===== config.mk =====
export PLATFORM = sky130hd
export DESIGN_NAME = pix_pack_enc
export DESIGN_NICKNAME = d
export VERILOG_FILES = /design/src/rtl/pix_pack_pkg.sv /design/src/rtl/pix_in_buf.sv /design/src/rtl/pix_code_sel.sv /design/src/rtl/pix_bit_packer.sv /design/src/rtl/pix_pack_enc.sv
export SDC_FILE = /design/constraint.sdc
export NUM_CORES = 1
export LEC_CHECK = 0
export ABC_AREA = 1
export BUFFER_PORTS_ARGS = -buffer_cell sky130_fd_sc_hd__buf_4
export CORE_MARGIN = 2
export CORE_UTILIZATION = 52
export DETAILED_ROUTE_END_ITERATION = 7
export PLACE_DENSITY_LB_ADDON = 0.05
export SETUP_SLACK_MARGIN = 0.05
export SLEW_MARGIN = 20
export SYNTH_ARGS = -nofsm -noshare
export SYNTH_HDL_FRONTEND = slang
export SYNTH_SLANG_ARGS = --single-unit

===== constraint.sdc =====
create_clock -name clk -period 6.1 [get_ports clk]
set_input_delay 0.305 -clock clk [delete_from_list [all_inputs] [get_ports clk]]
set_output_delay 0.305 -clock clk [all_outputs]
set_load 0.02 [all_outputs]

===== src/rtl/pix_pack_pkg.sv =====
package pix_pack_pkg;
  localparam int COLOR_W = 12;
  localparam int SLOTS   = 5;
  localparam int RUN_W   = 8;
  localparam int RUN_MAX = (1 << RUN_W) - 1;
  localparam int ACC_W   = 32;
  localparam int BYTE_W  = 8;
  localparam int CODE_W  = 5 + COLOR_W;
  localparam int LEN_W   = $clog2(CODE_W + 1);
  localparam int CNT_W   = $clog2(ACC_W + 8);
  localparam int HIT_W   = $clog2(SLOTS + 1);
  localparam logic [7:0] RUN_HDR = 8'hF0;

  typedef logic [COLOR_W-1:0] rgb_t;

  typedef struct packed {
    logic eol;
    rgb_t rgb;
  } px_t;
endpackage


===== src/rtl/pix_in_buf.sv =====
module pix_in_buf
  import pix_pack_pkg::*;
(
  input  logic clk,
  input  logic rst_n,
  input  logic pix_stb,
  input  rgb_t pix_rgb,
  input  logic pix_eol,
  input  logic pop,
  input  logic room,
  output logic pix_ready,
  output logic head_valid,
  output px_t  head
);
  logic       stb_q;
  logic [1:0] cnt_q, cnt_d;
  px_t        ent_q [2];
  px_t        ent_d [2];
  px_t        in_px;

  assign in_px      = '{eol: pix_eol, rgb: pix_rgb};
  assign head_valid = (cnt_q != 2'd0);
  assign head       = ent_q[0];
  assign pix_ready  = rst_n && room && (({1'b0, cnt_q} + {2'b0, stb_q}) <= 3'd1);

  always_comb begin
    ent_d = ent_q;
    cnt_d = cnt_q;
    unique case ({stb_q, pop})
      2'b10: begin
        if (cnt_q == 2'd0) ent_d[0] = in_px;
        else               ent_d[1] = in_px;
        cnt_d = cnt_q + 2'd1;
      end
      2'b01: begin
        ent_d[0] = ent_q[1];
        cnt_d    = cnt_q - 2'd1;
      end
      2'b11: begin
        if (cnt_q == 2'd1) ent_d[0] = in_px;
        else begin
          ent_d[0] = ent_q[1];
          ent_d[1] = in_px;
        end
      end
      default: ;
    endcase
  end

  always_ff @(posedge clk or negedge rst_n) begin
    if (!rst_n) begin
      stb_q    <= 1'b0;
      cnt_q    <= 2'd0;
      ent_q[0] <= '0;
      ent_q[1] <= '0;
    end else begin
      stb_q <= pix_stb && pix_ready;
      cnt_q <= cnt_d;
      if (stb_q || pop) begin
        ent_q[0] <= ent_d[0];
        ent_q[1] <= ent_d[1];
      end
    end
  end

  assert_no_overflow_R11: assert property (@(posedge clk) disable iff (!rst_n)
    stb_q |-> (cnt_q < 2'd2 || pop));

  assert_pop_needs_data_R1: assert property (@(posedge clk) disable iff (!rst_n)
    pop |-> head_valid);
endmodule


===== src/rtl/pix_code_sel.sv =====
module pix_code_sel
  import pix_pack_pkg::*;
(
  input  logic              clk,
  input  logic              rst_n,
  input  logic              frame_start,
  input  logic              head_valid,
  input  px_t               head,
  input  logic              room,
  output logic              pop,
  output logic              emit,
  output logic [CODE_W-1:0] code,
  output logic [LEN_W-1:0]  len
);
  rgb_t             rec_q [SLOTS];
  rgb_t             rec_d [SLOTS];
  logic [RUN_W-1:0] pend_q, pend_d;
  logic [SLOTS-1:0] match;
  logic [HIT_W-1:0] hit;
  logic [RUN_W:0]   run_next;

  for (genvar g = 0; g < SLOTS; g++) begin : g_match
    assign match[g] = (rec_q[g] == head.rgb);
  end

  always_comb begin
    hit = HIT_W'(SLOTS);
    for (int i = SLOTS - 1; i >= 0; i--) begin
      if (match[i]) hit = HIT_W'(i);
    end
  end

  assign run_next = {1'b0, pend_q} + {{RUN_W{1'b0}}, 1'b1};

  always_comb begin
    pop    = 1'b0;
    emit   = 1'b0;
    code   = '0;
    len    = '0;
    rec_d  = rec_q;
    pend_d = pend_q;
    if (frame_start) begin
      for (int i = 0; i < SLOTS; i++) rec_d[i] = '0;
      pend_d = '0;
    end else if (head_valid && room) begin
      if (hit == '0) begin
        pop = 1'b1;
        if (run_next == (RUN_W + 1)'(RUN_MAX) || head.eol) begin
          emit   = 1'b1;
          pend_d = '0;
          if (run_next == (RUN_W + 1)'(1)) begin
            len = LEN_W'(1);
          end else begin
            code = {RUN_HDR, run_next[RUN_W-1:0], 1'b0};
            len  = LEN_W'(16);
          end
        end else begin
          pend_d = run_next[RUN_W-1:0];
        end
      end else if (pend_q != '0) begin
        emit   = 1'b1;
        pend_d = '0;
        if (pend_q == RUN_W'(1)) begin
          len = LEN_W'(1);
        end else begin
          code = {RUN_HDR, pend_q, 1'b0};
          len  = LEN_W'(16);
        end
      end else begin
        pop  = 1'b1;
        emit = 1'b1;
        unique case (hit)
          HIT_W'(1): begin code = {2'b10,   {(CODE_W-2){1'b0}}}; len = LEN_W'(2); end
          HIT_W'(2): begin code = {4'b1100, {(CODE_W-4){1'b0}}}; len = LEN_W'(4); end
          HIT_W'(3): begin code = {4'b1101, {(CODE_W-4){1'b0}}}; len = LEN_W'(4); end
          HIT_W'(4): begin code = {4'b1110, {(CODE_W-4){1'b0}}}; len = LEN_W'(4); end
          default:   begin code = {5'b11111, head.rgb};          len = LEN_W'(CODE_W); end
        endcase
        rec_d[0] = head.rgb;
        for (int i = 1; i < SLOTS; i++) begin
          if (HIT_W'(i) <= hit) rec_d[i] = rec_q[i-1];
        end
      end
    end
  end

  always_ff @(posedge clk or negedge rst_n) begin
    if (!rst_n) begin
      for (int i = 0; i < SLOTS; i++) rec_q[i] <= '0;
      pend_q <= '0;
    end else begin
      if (frame_start || (head_valid && room)) begin
        rec_q  <= rec_d;
        pend_q <= pend_d;
      end
    end
  end

  assert_run_bound_R7: assert property (@(posedge clk) disable iff (!rst_n)
    pend_q != RUN_W'(RUN_MAX));

  assert_literal_front_R6: assert property (@(posedge clk) disable iff (!rst_n)
    (emit && pop && len == LEN_W'(CODE_W)) |=> rec_q[0] == $past(head.rgb));

  assert_frame_clear_R9: assert property (@(posedge clk) disable iff (!rst_n)
    frame_start |=> (rec_q[SLOTS-1] == '0 && rec_q[1] == '0 && pend_q == '0));
endmodule


===== src/rtl/pix_bit_packer.sv =====
module pix_bit_packer
  import pix_pack_pkg::*;
(
  input  logic              clk,
  input  logic              rst_n,
  input  logic              emit,
  input  logic [CODE_W-1:0] code,
  input  logic [LEN_W-1:0]  len,
  input  logic              pad,
  input  logic              out_ready,
  output logic [BYTE_W-1:0] out_data,
  output logic              out_valid,
  output logic              room
);
  logic [ACC_W-1:0] acc_q, acc_d, base, wide;
  logic [CNT_W-1:0] cnt_q, cnt_d, bcnt, sum;
  logic             fire;

  assign wide      = {code, {(ACC_W-CODE_W){1'b0}}};
  assign out_valid = (cnt_q >= CNT_W'(BYTE_W));
  assign out_data  = acc_q[ACC_W-1 -: BYTE_W];
  assign room      = (cnt_q <= CNT_W'(ACC_W - CODE_W));
  assign fire      = out_valid && out_ready;

  always_comb begin
    base = fire ? (acc_q << BYTE_W) : acc_q;
    bcnt = fire ? (cnt_q - CNT_W'(BYTE_W)) : cnt_q;
    sum  = bcnt + CNT_W'(7);
    acc_d = base;
    cnt_d = bcnt;
    if (emit) begin
      acc_d = base | (wide >> bcnt);
      cnt_d = bcnt + CNT_W'(len);
    end else if (pad) begin
      cnt_d = {sum[CNT_W-1:3], 3'b000};
    end
  end

  always_ff @(posedge clk or negedge rst_n) begin
    if (!rst_n) begin
      acc_q <= '0;
      cnt_q <= '0;
    end else begin
      if (emit || pad || fire) begin
        acc_q <= acc_d;
        cnt_q <= cnt_d;
      end
    end
  end

  assert_no_overflow_R11: assert property (@(posedge clk) disable iff (!rst_n)
    emit |-> ({1'b0, cnt_q} + (CNT_W + 1)'(len) <= (CNT_W + 1)'(ACC_W)));

  assert_out_hold_R10: assert property (@(posedge clk) disable iff (!rst_n)
    (out_valid && !out_ready) |=> (out_valid && $stable(out_data)));
endmodule


===== src/rtl/pix_pack_enc.sv =====
module pix_pack_enc
  import pix_pack_pkg::*;
(
  input  logic               clk,
  input  logic               rst_n,
  input  logic               frame_start,
  input  logic               pix_stb,
  output logic               pix_ready,
  input  logic [COLOR_W-1:0] pix_rgb,
  input  logic               pix_eol,
  output logic [BYTE_W-1:0]  out_data,
  output logic               out_valid,
  input  logic               out_ready
);
  logic [1:0]        rst_sync_q;
  logic              core_rst_n;
  logic              head_valid, pop, emit, room;
  px_t               head;
  logic [CODE_W-1:0] code;
  logic [LEN_W-1:0]  len;

  always_ff @(posedge clk or negedge rst_n) begin
    if (!rst_n) rst_sync_q <= 2'b00;
    else        rst_sync_q <= {rst_sync_q[0], 1'b1};
  end
  assign core_rst_n = rst_sync_q[1];

  pix_in_buf u_buf (
    .clk        (clk),
    .rst_n      (core_rst_n),
    .pix_stb    (pix_stb),
    .pix_rgb    (pix_rgb),
    .pix_eol    (pix_eol),
    .pop        (pop),
    .room       (room),
    .pix_ready  (pix_ready),
    .head_valid (head_valid),
    .head       (head)
  );

  pix_code_sel u_sel (
    .clk         (clk),
    .rst_n       (core_rst_n),
    .frame_start (frame_start),
    .head_valid  (head_valid),
    .head        (head),
    .room        (room),
    .pop         (pop),
    .emit        (emit),
    .code        (code),
    .len         (len)
  );

  pix_bit_packer u_pack (
    .clk       (clk),
    .rst_n     (core_rst_n),
    .emit      (emit),
    .code      (code),
    .len       (len),
    .pad       (frame_start),
    .out_ready (out_ready),
    .out_data  (out_data),
    .out_valid (out_valid),
    .room      (room)
  );
endmodule


==> impl_metrics.yaml <==
power:
  vdd_drop_max_mv: 0.2490
  power_density_nw_per_um2: 464.0
  p_leak_nw: 5.036
  finalPower_mw: 4.517
placement:
  place_ws_ps: 2062
  dp_hpwl_mm: 17.22
  gp_congestion: 0.9415
  placed_area_um2: 9092
  io_buffers: 27
die:
  die_w_um: 134.5
  rows: 47
  ios: 28
  start_util_pct: 53.24
  dieArea_um2: 18100
  coreArea_um2: 16640
  die_y_um: 134.5
timing:
  relSlewSlack_pct: 40.78
  worst_slew_pin_slew_ps: 888.3
  final_critical_path_setup_slack_ps: 2073
  fmax_mhz: 248.3
  fin_crit_sh_pct: 66.01
  min_period_ps: 4027
  clock_skew_ps: 5.064
  setup_tns_ps: 0
  rsz0062_at_grt: "false"
  drv_slew: 0
  setup_viol: 0
  hold_viol_final: 0
outcome:
  status: "complete, no violations"
clock_tree:
  h-tree-depth: 4
  root_buffer: "clkbuf_16"
  cts_resized: 0
  cts_tree: "done"
  cts_made_buffers: 17
  clkSinkCount: 137
  clock_path_buffers: 2
  clk_pin_slew_worst_paths_ps: 60
  clkLatencyLatePin_ps: 420
logic_synthesis:
  async_flop_share_pct: 100.0
  avgSynthCellArea_um2: 7.076
  ys_ff_latch: 137
  syn_inst: 1252
  synth_flop_cell: "dfrtp_1"
  synth_nets: 1287
  synth_edf_count: 0
  synth_top_cell_by_area: "dfrtp_1"
  syn_area_um2: 8860
  synth.yosys.seq_area_share_pct: 38.70
  yosysMostFrequentCell: "nand2_1"
  ys_top_cells_by_count: "nand2_1 (318), inv_1 (159), dfrtp_1 (137)"
  ys_warn_count: 0
  yosys-top-cells-area: "dfrtp_1 (39%), nand2_1 (13%), nand3_1 (7.4%), inv_1 (6.7%), o21ai_0 (5.0%)"
  synth_top_area_share_pct: 38.70
  ys_types: 49
finish:
  area_growth_pct: 9.886
  drive_gt1_share_pct: 9.569
  n_fill_cell: 1666
  antenna_cells: 0
  nets: 1277
  stdcell_area_um2: 9736
  utilization_pct: 58.50
critical_path:
  r2r_slack_ps: 2070
  crit_chain: "inv_1 > ha_1 > nor2_2 > inv_1 > nor2_2 > inv_1 > a21oi_1 > ha_1 > nand2_1 > o21ai_1 > o21ai_0 > nor2_1 > a21oi_1"
  cp_max_fo: 15
  crit_top_cell: "inv_1"
  cp-end-kind: "register"
  path_delay_family: "compound AO/OA/AOI/OAI gates"
  slowest_stage: "ha_1"
  critPathBufInv: 3
  cp-start-kind: "register"
  path_class: "register to register"
  slowest_delay_ps: 530
  cp.arrival_ps: 4300
  required_ps: 6370
drt:
  vias: 8020
  first_iter_violations: 580
  wl_mm: 23.73
  drc: 0
  drtAntennaViolNets: 0
  wire_per_inst_um: 16.10
  routed_via_density: 5.441
  drt_pre_antenna_iters: 5
global_routing:
  antenna_found_initial: 0
  grt_usage_pct: 27.98
  gr-total-overflow: 0
  grt_pass1_wl_mm: 39.79
  grt_pass1_vias: 7797
  grt_max_degree: 49
hold_path:
  hold_class: "primary input to register"
job:
  max_cap_violations: 0
layer usage:
metal,global-route usage [%],part of all wire (%),vias to the layer above
met4,9.942,3.0,0
met2,45.80,48,209
li1,-,-,3989
met1,37.38,45,3773
met5,0,0,-
met3,5.255,4.4,49
flip-flops by register name, summed over array words and instances, names as in the netlist:
signal / cells
u_sel.rec_q: 60
u_pack.acc_q: 32
u_buf.ent_q: 13
u_buf.head: 13
u_sel.pend_q: 8
u_pack.cnt_q: 6
rst_sync_q: 2
u_buf.cnt_q: 2
u_buf.stb_q: 1
cell families (layout without fill, tap and decap cells):
| logic type | after synthesis | after routing | synth area share, % |
|---|---|---|---|
| xor+xnor | 45 | 45 | 4.449 |
| buf+inv | 244 | 246 | 11.30 |
| simple gates | 591 | 591 | 29.08 |
| flops | 137 | 137 | 38.70 |
| other cells | 1 | 1 | 0.04233 |
| mux | 8 | 8 | 0.9180 |
| compound gates | 209 | 209 | 13.04 |
| fa+ha+maj | 17 | 17 | 2.486 |
per-stage QoR:
| stage | hold WS [ps] | std cells |
|---|---|---|
| floorplan | 9.409 | 1252 |
| global placement | 88.06 | 1442 |
| detailed placement | 89.31 | 1442 |
| CTS | 98.61 | 1474 |
| global route | 105.9 | 1474 |
| finish | 114.5 | 1474 |
where the power goes:
part	internal (mW)	switching, mW
clock	0.705	0.401
sequential	1.22	0.300
combinational	0.666	1.23
total	2.59	1.93
final cells by class:
type | count | area (µm²) | area share (%)
clock inverter | 11 | 168.9 | 1.735
timing repair buffer | 36 | 272.8 | 2.802
inverter | 179 | 673.1 | 6.914
sequential | 137 | 3432 | 35.25
multi-input combinational | 871 | 4457 | 45.78
tap | 220 | 275.3 | 2.827
clock buffer | 20 | 456.7 | 4.691
layout by cell type (no fill, tap or decap), types with 2 or more instances in the layout:
cell type	netlist	layout
dfrtp_1	137	136
nand3_2	5	5
nand4_1	9	9
nand3_1	131	131
nand2_2	8	8
clkinv_1	4	4
nor2_1	87	87
a32oi_1	2	2
ha_1	16	16
clkinv_2	1	4
nor4_1	5	5
inv_6	0	2
mux2i_1	7	7
xnor2_1	37	37
o221ai_1	5	5
o21ai_2	5	4
o31ai_1	3	3
nor3_1	11	11
buf_4	16	35
inv_1	159	159
clkbuf_8	0	2
nor2_2	8	8
a21oi_1	70	70
bufinv_16	0	4
a31oi_1	10	10
inv_2	15	15
o21ai_0	89	87
o22ai_1	9	9
clkbuf_16	0	17
o21ai_1	7	9
xor2_1	8	8
nand2_1	318	318
nor2_4	4	4
path summary, 6_finish.rpt:
check,startpoint,end,depth (start not counted)
min in group asynchronous,rst_n,rst_sync_q[0],2
hold / removal,pix_stb,u_buf.stb_q,2
max in group asynchronous,rst_sync_q[1],u_pack.acc_q[3],2
setup / recovery,u_buf.cnt_q[0],u_buf.head[7],13
setup reg to reg,u_buf.cnt_q[0],u_buf.head[7],13
hold reg to reg,rst_sync_q[1],u_buf.ent_q[1],0
timing repair:
item	CTS	global route
hold endpoints to repair	2	0
setup buffers	0	0
hold buffers	1	0
worst reg2reg max path, stage by stage, from the launching register on:
cell	delay, ps
dfrtp_1	410
inv_1	60
ha_1	260
nor2_2	300
inv_1	220
nor2_2	380
inv_1	190
a21oi_1	380
ha_1	530
nand2_1	90
o21ai_1	420
o21ai_0	370
nor2_1	200
a21oi_1	50
(Power assumes the default switching activity.)
